===== src/rtl/lcdb_pkg.sv =====
package lcdb_pkg;

    localparam logic [7:0] OFF_INSTR = 8'h00;
    localparam logic [7:0] OFF_TEXT  = 8'h04;
    localparam logic [7:0] OFF_RES   = 8'h08;
    localparam logic [7:0] OFF_FLAG  = 8'h0C;
    localparam logic [7:0] OFF_EN    = 8'h10;
    localparam logic [7:0] OFF_PEND  = 8'h14;

    localparam int FLAG_BIT = 8;
    localparam int EN_BIT   = 0;
    localparam int NIB_LSB  = 4;

    typedef enum logic [2:0] {
        SEL_NONE, SEL_INSTR, SEL_TEXT, SEL_RES, SEL_FLAG, SEL_EN, SEL_PEND
    } reg_sel_e;

    typedef enum logic [1:0] {
        PH_IDLE, PH_SETUP, PH_PULSE, PH_HOLD
    } phase_e;

    typedef struct packed {
        logic       rd;
        logic       rs;
        logic [3:0] nib;
    } lcd_req_t;

    function automatic reg_sel_e decode(input logic [7:0] a);
        case (a)
            OFF_INSTR: return SEL_INSTR;
            OFF_TEXT:  return SEL_TEXT;
            OFF_RES:   return SEL_RES;
            OFF_FLAG:  return SEL_FLAG;
            OFF_EN:    return SEL_EN;
            OFF_PEND:  return SEL_PEND;
            default:   return SEL_NONE;
        endcase
    endfunction

    function automatic int ns_to_cycles(input longint hz, input longint ns);
        longint c;
        c = (ns * hz + 64'd999_999_999) / 64'd1_000_000_000;
        if (c < 1) c = 1;
        return int'(c);
    endfunction

    function automatic int max3(input int a, input int b, input int c);
        int m;
        m = (a > b) ? a : b;
        return (m > c) ? m : c;
    endfunction

endpackage


===== src/rtl/lcdb_cycle_engine.sv =====
module lcdb_cycle_engine
    import lcdb_pkg::*;
#(
    parameter int SETUP_CYC = 63,
    parameter int HIGH_CYC  = 63,
    parameter int HOLD_CYC  = 63
) (
    input  logic       clk,
    input  logic       rst,
    input  logic       start,
    input  lcd_req_t   req,
    output logic       idle,
    output logic       cap_stb,
    output logic [3:0] cap_nib,
    output logic       lcd_rs,
    output logic       lcd_rw,
    output logic       lcd_e,
    output logic [3:0] lcd_d_out,
    output logic       lcd_d_oe,
    input  logic [3:0] lcd_d_in
);

    localparam int MAXC  = max3(SETUP_CYC, HIGH_CYC, HOLD_CYC);
    localparam int CNT_W = $clog2(MAXC + 1);

    phase_e          ph;
    logic [CNT_W-1:0] cnt;
    lcd_req_t        cur;
    logic            active;
    logic            last;

    assign active = (ph != PH_IDLE);
    assign last   = (cnt == '0);

    always_ff @(posedge clk) begin
        if (rst) begin
            ph  <= PH_IDLE;
            cnt <= '0;
            cur <= '0;
        end else begin
            case (ph)
                PH_IDLE: begin
                    if (start) begin
                        cur <= req;
                        ph  <= PH_SETUP;
                        cnt <= CNT_W'(SETUP_CYC - 1);
                    end
                end
                PH_SETUP: begin
                    if (last) begin
                        ph  <= PH_PULSE;
                        cnt <= CNT_W'(HIGH_CYC - 1);
                    end else begin
                        cnt <= cnt - 1'b1;
                    end
                end
                PH_PULSE: begin
                    if (last) begin
                        ph  <= PH_HOLD;
                        cnt <= CNT_W'(HOLD_CYC - 1);
                    end else begin
                        cnt <= cnt - 1'b1;
                    end
                end
                default: begin
                    if (last) ph <= PH_IDLE;
                    else      cnt <= cnt - 1'b1;
                end
            endcase
        end
    end

    assign idle      = !active;
    assign cap_stb   = (ph == PH_PULSE) && last && cur.rd;
    assign cap_nib   = lcd_d_in;
    assign lcd_e     = (ph == PH_PULSE);
    assign lcd_rs    = active && cur.rs;
    assign lcd_rw    = active && cur.rd;
    assign lcd_d_oe  = active && !cur.rd;
    assign lcd_d_out = lcd_d_oe ? cur.nib : 4'h0;

    // enable only pulses inside an active cycle
    p_e_in_cycle_r5: assert property (@(posedge clk) disable iff (rst)
        lcd_e |-> !idle);

    // control pins steady across consecutive busy clocks
    p_pins_stable_r5: assert property (@(posedge clk) disable iff (rst)
        (!idle && $past(!idle)) |-> ($stable(lcd_rs) && $stable(lcd_rw) && $stable(lcd_d_out)));

    // data pins never driven during a read cycle
    p_oe_off_read_r2: assert property (@(posedge clk) disable iff (rst)
        lcd_rw |-> !lcd_d_oe);

    // a new cycle starts only from idle
    p_start_idle_r6: assert property (@(posedge clk) disable iff (rst)
        (start && idle) |=> !idle);

endmodule


===== src/rtl/lcdb_regfile.sv =====
module lcdb_regfile
    import lcdb_pkg::*;
#(
    parameter int ADDR_W = 8,
    parameter int DATA_W = 32
) (
    input  logic              clk,
    input  logic              rst,
    input  logic [ADDR_W-1:0] bus_addr,
    input  logic [DATA_W-1:0] bus_wdata,
    input  logic              bus_wr,
    input  logic              bus_rd,
    output logic [DATA_W-1:0] bus_rdata,
    output logic              bus_ready,
    output logic              irq,
    input  logic              eng_idle,
    input  logic              cap_stb,
    input  logic [3:0]        cap_nib,
    output logic              start,
    output lcd_req_t          req
);

    reg_sel_e   sel;
    logic       eng_hit;
    logic       cpu_go;
    logic       clr_wr;
    logic       res_rd;
    logic       flag_q;
    logic       en_q;
    logic [3:0] nib_q;
    logic       low_pend;
    logic       cur_low;
    logic       last_low;
    logic       hi_wait;
    logic       pend;

    assign sel     = decode(8'(bus_addr));
    assign eng_hit = (bus_wr && (sel == SEL_INSTR || sel == SEL_TEXT))
                   || (bus_rd && !bus_wr && sel == SEL_INSTR);
    assign cpu_go  = eng_hit && eng_idle && !low_pend;
    assign start   = eng_idle && (low_pend || eng_hit);
    assign bus_ready = !eng_hit || cpu_go;
    assign clr_wr  = bus_wr && (sel == SEL_FLAG) && (bus_wdata == '0);
    assign res_rd  = bus_rd && !bus_wr && (sel == SEL_RES);

    always_comb begin
        if (low_pend)
            req = '{rd: 1'b1, rs: 1'b0, nib: 4'h0};
        else if (bus_wr)
            req = '{rd: 1'b0, rs: (sel == SEL_TEXT), nib: bus_wdata[NIB_LSB+3:NIB_LSB]};
        else
            req = '{rd: 1'b1, rs: 1'b0, nib: 4'h0};
    end

    always_ff @(posedge clk) begin
        if (rst) begin
            flag_q   <= 1'b0;
            en_q     <= 1'b0;
            nib_q    <= 4'h0;
            low_pend <= 1'b0;
            cur_low  <= 1'b0;
            last_low <= 1'b0;
            hi_wait  <= 1'b0;
        end else begin
            if (cap_stb)     flag_q <= 1'b1;
            else if (clr_wr) flag_q <= 1'b0;

            if (bus_wr && sel == SEL_EN) en_q <= bus_wdata[EN_BIT];

            if (start) cur_low <= low_pend;

            if (cap_stb) begin
                nib_q    <= cap_nib;
                last_low <= cur_low;
                hi_wait  <= !cur_low;
            end else if (res_rd && hi_wait) begin
                hi_wait <= 1'b0;
            end

            if (res_rd && hi_wait)       low_pend <= 1'b1;
            else if (start && low_pend)  low_pend <= 1'b0;
        end
    end

    assign pend = flag_q && en_q && !last_low;
    assign irq  = pend;

    always_comb begin
        bus_rdata = '0;
        case (sel)
            SEL_RES:  bus_rdata[NIB_LSB+3:NIB_LSB] = nib_q;
            SEL_FLAG: bus_rdata[FLAG_BIT] = flag_q;
            SEL_EN:   bus_rdata[EN_BIT] = en_q;
            SEL_PEND: bus_rdata[0] = pend;
            default:  bus_rdata = '0;
        endcase
    end

    // a capture always leaves the flag set
    p_cap_sets_r8: assert property (@(posedge clk) disable iff (rst)
        cap_stb |=> flag_q);

    // a zero write without a capture clears the flag
    p_clear_r3: assert property (@(posedge clk) disable iff (rst)
        (clr_wr && !cap_stb) |=> !flag_q);

    // a second-nibble capture never raises the interrupt
    p_low_quiet_r7: assert property (@(posedge clk) disable iff (rst)
        (cap_stb && cur_low) |=> !irq);

    // accesses to the panel registers are held off while a cycle runs
    p_hold_off_r6: assert property (@(posedge clk) disable iff (rst)
        (bus_wr && (sel == SEL_INSTR || sel == SEL_TEXT) && !eng_idle) |-> !bus_ready);

endmodule


===== src/rtl/lcd_nibble_bridge.sv =====
module lcd_nibble_bridge
    import lcdb_pkg::*;
#(
    parameter int    ADDR_W   = 8,
    parameter int    DATA_W   = 32,
    parameter longint CLK_HZ  = 125_000_000,
    parameter longint SETUP_NS = 500,
    parameter longint HIGH_NS  = 500,
    parameter longint HOLD_NS  = 500
) (
    input  logic              clk,
    input  logic              rst,
    input  logic [ADDR_W-1:0] bus_addr,
    input  logic [DATA_W-1:0] bus_wdata,
    input  logic              bus_wr,
    input  logic              bus_rd,
    output logic [DATA_W-1:0] bus_rdata,
    output logic              bus_ready,
    output logic              irq,
    output logic              busy,
    output logic              lcd_rs,
    output logic              lcd_rw,
    output logic              lcd_e,
    output logic [3:0]        lcd_d_out,
    output logic              lcd_d_oe,
    input  logic [3:0]        lcd_d_in
);

    localparam int SETUP_CYC = ns_to_cycles(CLK_HZ, SETUP_NS);
    localparam int HIGH_CYC  = ns_to_cycles(CLK_HZ, HIGH_NS);
    localparam int HOLD_CYC  = ns_to_cycles(CLK_HZ, HOLD_NS);

    logic       eng_idle;
    logic       cap_stb;
    logic [3:0] cap_nib;
    logic       start;
    lcd_req_t   req;

    lcdb_regfile #(
        .ADDR_W (ADDR_W),
        .DATA_W (DATA_W)
    ) regs_i (
        .clk       (clk),
        .rst       (rst),
        .bus_addr  (bus_addr),
        .bus_wdata (bus_wdata),
        .bus_wr    (bus_wr),
        .bus_rd    (bus_rd),
        .bus_rdata (bus_rdata),
        .bus_ready (bus_ready),
        .irq       (irq),
        .eng_idle  (eng_idle),
        .cap_stb   (cap_stb),
        .cap_nib   (cap_nib),
        .start     (start),
        .req       (req)
    );

    lcdb_cycle_engine #(
        .SETUP_CYC (SETUP_CYC),
        .HIGH_CYC  (HIGH_CYC),
        .HOLD_CYC  (HOLD_CYC)
    ) eng_i (
        .clk       (clk),
        .rst       (rst),
        .start     (start),
        .req       (req),
        .idle      (eng_idle),
        .cap_stb   (cap_stb),
        .cap_nib   (cap_nib),
        .lcd_rs    (lcd_rs),
        .lcd_rw    (lcd_rw),
        .lcd_e     (lcd_e),
        .lcd_d_out (lcd_d_out),
        .lcd_d_oe  (lcd_d_oe),
        .lcd_d_in  (lcd_d_in)
    );

    assign busy = !eng_idle;

    // busy and bus acceptance of a panel write never coincide
    p_busy_ready_r6: assert property (@(posedge clk) disable iff (rst)
        (busy && bus_wr && (bus_addr == ADDR_W'(OFF_TEXT))) |-> !bus_ready);

endmodule


===== config.mk =====
export PLATFORM = sky130hd
export DESIGN_NAME = lcd_nibble_bridge
export DESIGN_NICKNAME = d
export VERILOG_FILES = /design/src/rtl/lcdb_pkg.sv /design/src/rtl/lcdb_cycle_engine.sv /design/src/rtl/lcdb_regfile.sv /design/src/rtl/lcd_nibble_bridge.sv
export SDC_FILE = /design/constraint.sdc
export NUM_CORES = 1
export LEC_CHECK = 0
export ABC_AREA = 1
export CORE_ASPECT_RATIO = 0.6
export CORE_UTILIZATION = 35
export CTS_CLUSTER_DIAMETER = 40
export DETAILED_ROUTE_END_ITERATION = 7
export DONT_BUFFER_PORTS = 1
export SYNTH_ARGS = -nofsm -noshare
export SYNTH_HDL_FRONTEND = slang
export SYNTH_SLANG_ARGS = --single-unit

===== constraint.sdc =====
create_clock -name clk -period 3.1 [get_ports clk]
set_input_delay 0.155 -clock clk [delete_from_list [all_inputs] [get_ports clk]]
set_output_delay 0.155 -clock clk [all_outputs]
set_load 0.01 [all_outputs]

Word-level counts from Yosys, hierarchy flattened
Index checks and enable logic that the tools add are counted.
{"block": "totals", "ff_bits": 24, "latchBits": 0, "ram_bits": 0, "rom_bits": 0, "inputBits": 48, "output_inout_bits": 43, "elab_cells": 95, "mem_count": 0}
{"block": "classes", "addsub": 1, "multipliers": 0, "div_mod_pow": 0, "order_cmp": 0, "eq_ne": 17, "shifts": 0, "n_mux": 22, "bitwise_logic": 0, "reduce_logical": 43}
{"operator": "logical NOT 32 bit", "count": 1}
{"operator": "2-to-1 mux 6 bit", "count": 5}
{"operator": "logical AND 1 bit", "count": 19}
{"operator": "one-hot mux 3 bit (6 select lines)", "count": 1}
{"operator": "== test 8 x 4 -> 1 bit (second input constant)", "count": 2}
{"operator": "== test 8 x 5 -> 1 bit (second input constant)", "count": 2}
{"operator": "one-hot mux 6 bit (2 select lines)", "count": 1}
{"operator": "nonzero test 2 bit", "count": 5}
{"operator": "== test 3 bit (second input constant)", "count": 3}
{"operator": "== test 8 x 3 -> 1 bit (second input constant)", "count": 1}
{"operator": "logical NOT 8 bit", "count": 1}
{"operator": "2-to-1 mux 2 bit", "count": 4}
{"operator": "2-to-1 mux 4 bit", "count": 2}
{"operator": "logical NOT 1 bit", "count": 7}
{"operator": "2-to-1 mux 1 bit", "count": 7}
{"operator": "== test 3 x 2 -> 1 bit (second input constant)", "count": 2}
{"operator": "logical NOT 6 bit", "count": 1}
{"operator": "one-hot mux 2 bit (3 select lines)", "count": 1}
{"operator": "subtractor 6 x 1 -> 6 bit (second input constant)", "count": 1}
{"operator": "logical OR 1 bit", "count": 4}
{"operator": "inequality test 2 x 1 -> 1 bit (second input constant)", "count": 2}
{"operator": "AND reduction 2 bit", "count": 2}
{"operator": "AND reduction 4 bit", "count": 1}
{"operator": "== test 3 x 1 -> 1 bit (second input constant)", "count": 1}
{"operator": "7 further kinds", "count": 7}

Depth between registers and ports, before layout
{"block": "depth", "word_depth": 11, "depth_mapped": 11, "ltp_nobuf": 11}

By module
Synthesis repeated with hierarchy kept, for this count alone.
{"block": "hier_totals", "hier_cells": 291, "area_unflattened_um2": 1833.0}
{"module": "lcdb_regfile", "instances": 1, "cells_per_inst": 165, "area_each_um2": 957.2, "seq_area_each_um2": 200.2}
{"module": "lcdb_cycle_engine", "instances": 1, "cells_per_inst": 125, "area_each_um2": 872.1, "seq_area_each_um2": 280.3}
{"module": "lcd_nibble_bridge", "instances": 1, "cells_per_inst": 1, "area_each_um2": 3.8, "seq_area_each_um2": 0.0}

Worst setup path before layout
No wires, ideal clock.
{"block": "synth_path", "kind": "register to register", "from": "register eng_i.ph[0]", "to": "register eng_i.cnt[5]", "setup_ns": 0.114, "arrival_time_ns": 1.373, "t_required_ns": 2.986, "slack_ns": 1.614, "stages_incl_launch_ff": 9, "n_path_buf": 0, "period_less_slack_ns": 1.486, "cell_sequence": "dfxtp_1 inv_1 ha_1 inv_4 nor2_4 o21bai_1 o21bai_1 nor2_1 nor2_2"}
{"block": "synth_between", "elab_chain_len": 5, "elab_cells_between_ends": 11, "cone_classes": "4 x eq/ne; 1 x mux; 6 x reduce/logical"}
{"item": "start: declaration", "line_no": "lcdb_cycle_engine.sv:26", "rtl": "phase_e ph;"}
{"item": "start signal: assignment", "line_no": "lcdb_cycle_engine.sv:37", "rtl": "ph <= PH_IDLE;"}
{"item": "start signal: assignment", "line_no": "lcdb_cycle_engine.sv:45", "rtl": "ph <= PH_SETUP;"}
{"item": "start signal: assignment", "line_no": "lcdb_cycle_engine.sv:51", "rtl": "ph <= PH_PULSE;"}
{"item": "nonzero test 2 bit", "line_no": "lcdb_cycle_engine.sv:32", "rtl": "assign active = (ph != PH_IDLE);"}
{"item": "via busy", "line_no": "lcd_nibble_bridge.sv:20", "rtl": "output logic busy,"}
{"item": "logical NOT 1 bit", "line_no": "lcdb_cycle_engine.sv:73", "rtl": "assign idle = !active;"}
{"item": "logical AND 1 bit", "line_no": "lcdb_regfile.sv:41", "rtl": "assign start = eng_idle && (low_pend || eng_hit);"}
{"item": "inequality test 2 bit (no line)"}
{"item": "AND reduction 2 bit (no line)"}
{"item": "end signal: assignment", "line_no": "lcdb_cycle_engine.sv:60", "rtl": "cnt <= CNT_W'(HOLD_CYC - 1);"}
{"item": "end signal: assignment", "line_no": "lcdb_cycle_engine.sv:62", "rtl": "cnt <= cnt - 1'b1;"}
{"item": "end signal: assignment", "line_no": "lcdb_cycle_engine.sv:67", "rtl": "else cnt <= cnt - 1'b1;"}
{"item": "end: declaration", "line_no": "lcdb_cycle_engine.sv:27", "rtl": "logic [CNT_W-1:0] cnt;"}
The timed path passes the listed nets, and every way through them passes these cells.
A chain may end at the register's enable or synchronous reset.

Final worst setup path
{"block": "layout_path", "from": "register eng_i.ph[0]", "to": "output port lcd_d_out[3]"}
{"block": "layout_between", "elab_chain_len": 3}
{"item": "nonzero test 2 bit", "line_no": "lcdb_cycle_engine.sv:32"}
{"item": "logical AND 1 bit", "line_no": "lcdb_cycle_engine.sv:79", "rtl": "assign lcd_d_oe = active && !cur.rd;"}
{"item": "via lcd_d_oe", "line_no": "lcd_nibble_bridge.sv:25", "rtl": "output logic lcd_d_oe,"}
{"item": "2-to-1 mux 4 bit", "line_no": "lcdb_cycle_engine.sv:80", "rtl": "assign lcd_d_out = lcd_d_oe ? cur.nib : 4'h0;"}
{"item": "end: declaration", "line_no": "lcd_nibble_bridge.sv:24", "rtl": "output logic [3:0] lcd_d_out,"}
The timed path passes the listed nets, and every way through them passes these cells.

==> summary.txt <==
Synth
  – Post-synth EDFFs: 0
  – Post-synthesis cell type count: 35
  – Register area share after synthesis: 25.9%
  – Top FF cell, synth: dfxtp_1
  – Syn Std Cell Area: 1860 um2
  – Ys async rst share: 0%
  – #FFs+latches synth: 24
  – Avg Synthesized Cell Area: 6.75 um2
  – Ys Warns: 0
  – Synth Instances: 275

Die
  – Core ar.: 5080 um2
  – Io pins: 91
  – Initial core utilization: 36.5%
  – Die X-Extent: 96 um
  – Die height: 58.4 um
  – Row cnt: 20
  – Full die area: 5610 um2

Global routing
  – Gr usage total: 14.3%
  – First-pass GRT wire length: 6070 um
  – Number of global-route vias before repair: 1282
  – GRT Residual Overflow: 0
  – Largest net degree at the start of global routing: 14
  – Initial antenna violation count: 0

Outcome
  – Status: completed

Clock network
  – CTS tree: built
  – Root Driver: clkbuf_8
  – CTS buffer count: 3
  – CTS H-tree lvls: 1
  – Clk sinks: 24
  – Reg clk slew, reported paths: 0.08 ns
  – Longest Clk Path Bufs: 2
  – Clk_lat worst skew: 0.27 ns

Pwr
  – IR drop worst, VDD: 271 uV
  – Power per Cell Area: 708 nW/um2
  – Pwr Total: 1.33 mW
  – Static leakage: 0.785 nW

Placed design
  – RD Place Congestion: 0.772
  – Number of buffers added on ports: 0
  – Hpwl dp: 3220 um

Drt
  – Top Layer Used: met4
  – Drt pass-1 iters: 4
  – Met1 wire length: 2000 um
  – Met2 WL post-DR: 1540 um
  – Detailed Route Iter0 Violations: 62
  – Drt wl/cell: 11.5 um
  – Final WL: 3930 um
  – # DRC: 0
  – Met3 routed WL: 370 um
  – Antenna viol nets, final: 0
  – Via-to-Cell Ratio: 4.57
  – Vias: 1564

Finish
  – Commonest non-fill, non-tap cells in the layout: 43 x nor2_1, 41 x nand2_1, 33 x inv_1
  – P&R area growth vs syn: 1.62%
  – Ant diodes: 0
  – Post-layout util: 37.1%
  – Layout cells sized above 1: 13.4%
  – Leading cell type in the layout, fill and taps excluded: nor2_1
  – Nets: 330

Job
  – Max-cap violations: 0

Timing
  – Fin. max-slew vios: 0
  – Fin. Hold Viols: 0
  – Peak Freq: 537 MHz
  – Period utilisation layout: 60.1%
  – Total negative slack: 0 ns
  – Final hold slack: 0.0493 ns
  – Fin crit period: 1.86 ns
  – Unrepaired setup endpoints after global routing: false
  – Clock Skews: 0.00659 ns
  – Final setup viols: 0
  – Slew @ Worst Pin: 0.498 ns
  – Max transition margin: 66.7%

Hold path
  – WHS Path Cells: 2
  – Hold Crit Class: input port to flip-flop
  – Hold Crit Start: bus_wdata[4]
  – Hold Crit Endpoint: eng_i.cur[0]

Setup path
  – Critical Path Source Type: flip-flop
  – Worst reg2reg startpoint: eng_i.cnt[0]
  – Crit Path Class: flip-flop to primary output
  – Worst setup EP type: primary output
  – Worst reg-to-reg setup slack: 1.37 ns
  – Crit Path Max Fanout: 7
  – Worst EP required: 2.94 ns
  – Reg2Reg Capture Point: regs_i.last_low
  – R2R cell count: 8
  – Crit path DAT: 1.71 ns
## cells by family (layout without fill, tap and decap cells)
| group | Yosys count | after routing | share of synthesized area (%) |
|---|---|---|---|
| and+or+nand+nor | 143 | 143 | 39.4 |
| buffers and inverters | 68 | 44 | 19.6 |
| AOI/OAI and AO/OA | 31 | 31 | 10.1 |
| DFF | 24 | 24 | 25.9 |
| adders and majority gates | 5 | 5 | 3.37 |
| xor gates and xnor gates | 3 | 3 | 1.42 |
| other | 1 | 26 | 0.202 |
## repair_timing
action,in CTS,in global routing
hold endpoints to repair,11,0
gates resized for setup,0,0
hold buffers,1,0
buffers inserted,0,0
## sequential cells by signal (all words and copies together), names as in the netlist
| signal | flops |
|---|---|
| eng_i.cnt | 6 |
| eng_i.cur | 6 |
| regs_i.nib_q | 4 |
| eng_i.ph | 2 |
| regs_i.cur_low | 1 |
| regs_i.en_q | 1 |
| regs_i.flag_q | 1 |
| regs_i.hi_wait | 1 |
| regs_i.last_low | 1 |
| regs_i.low_pend | 1 |
## stage by stage
stage / cell area, um2 / cells / setup WS, ns
finish: 1890 / 342 / 1.24
detailed placement: 1820 / 337 / 1.39
global placement: 1820 / 337 / 1.41
global route: 1890 / 342 / 1.11
CTS: 1890 / 342 / 1.23
floorplan: 1950 / 300 / 1.61
## synthesized netlist by cell type, types with 3 or more instances
cell	n	area, um2
nor2_1	43	161
nand2_1	41	154
inv_1	33	124
buf_4	26	195
dfxtp_1	24	480
a21oi_1	20	100
nand3_1	16	80.1
nor2_2	11	68.8
nand4_1	6	37.5
nor3_1	6	30.0
ha_1	5	62.6
inv_2	4	15.0
nand2_2	4	25.0
o21ai_0	4	20.0
nor2_4	3	33.8
xor2_1	3	26.3
## worst max-delay path, stage by stage, from the launching register on
cell and delay, ns:
dfxtp_1 0.39, inv_1 0.08, ha_1 0.31, nor2_1 0.32, inv_1 0.14, nor2_1 0.20
## worst max-delay path by stage
stage	start	to	slack, ns	depth (start not counted)
5_1_grt	eng_i.ph[1]	lcd_d_out[1]	1.11	5
3_3_place_gp	eng_i.cnt[0]	regs_i.last_low	1.41	8
6_report	eng_i.ph[0]	lcd_d_out[3]	1.24	5
3_5_place_dp	eng_i.cnt[0]	regs_i.last_low	1.39	8
2_1_floorplan	eng_i.ph[0]	eng_i.cnt[5]	1.61	8
4_1_cts	eng_i.ph[0]	lcd_d_out[3]	1.23	5
## metal layers
metal / vias to the layer above / GRT usage (%)
li1: 822 / -
met5: - / 0
met4: 0 / 2.56
met1: 686 / 20.7
met2: 54 / 19.9
met3: 2 / 5.81
## report_power, final
| part | leakage [nW] | total (mW) | internal (mW) | switching (mW) |
|---|---|---|---|---|
| sequential | 0.194 | 0.398 | 0.351 | 0.0472 |
| clock | 0.0288 | 0.217 | 0.114 | 0.104 |
| combinational | 0.563 | 0.719 | 0.250 | 0.469 |
## final cells by class
cell class	instances	area (um2)
Clock buffer	4	55.1
Timing Repair Buffer	1	10.0
Sequential cell	24	480
Fill cell	554	3190
Tap cell	66	82.6
Inverter	39	151
Multi-Input combinational cell	208	1110
Power figures use the tool's default switching activity.
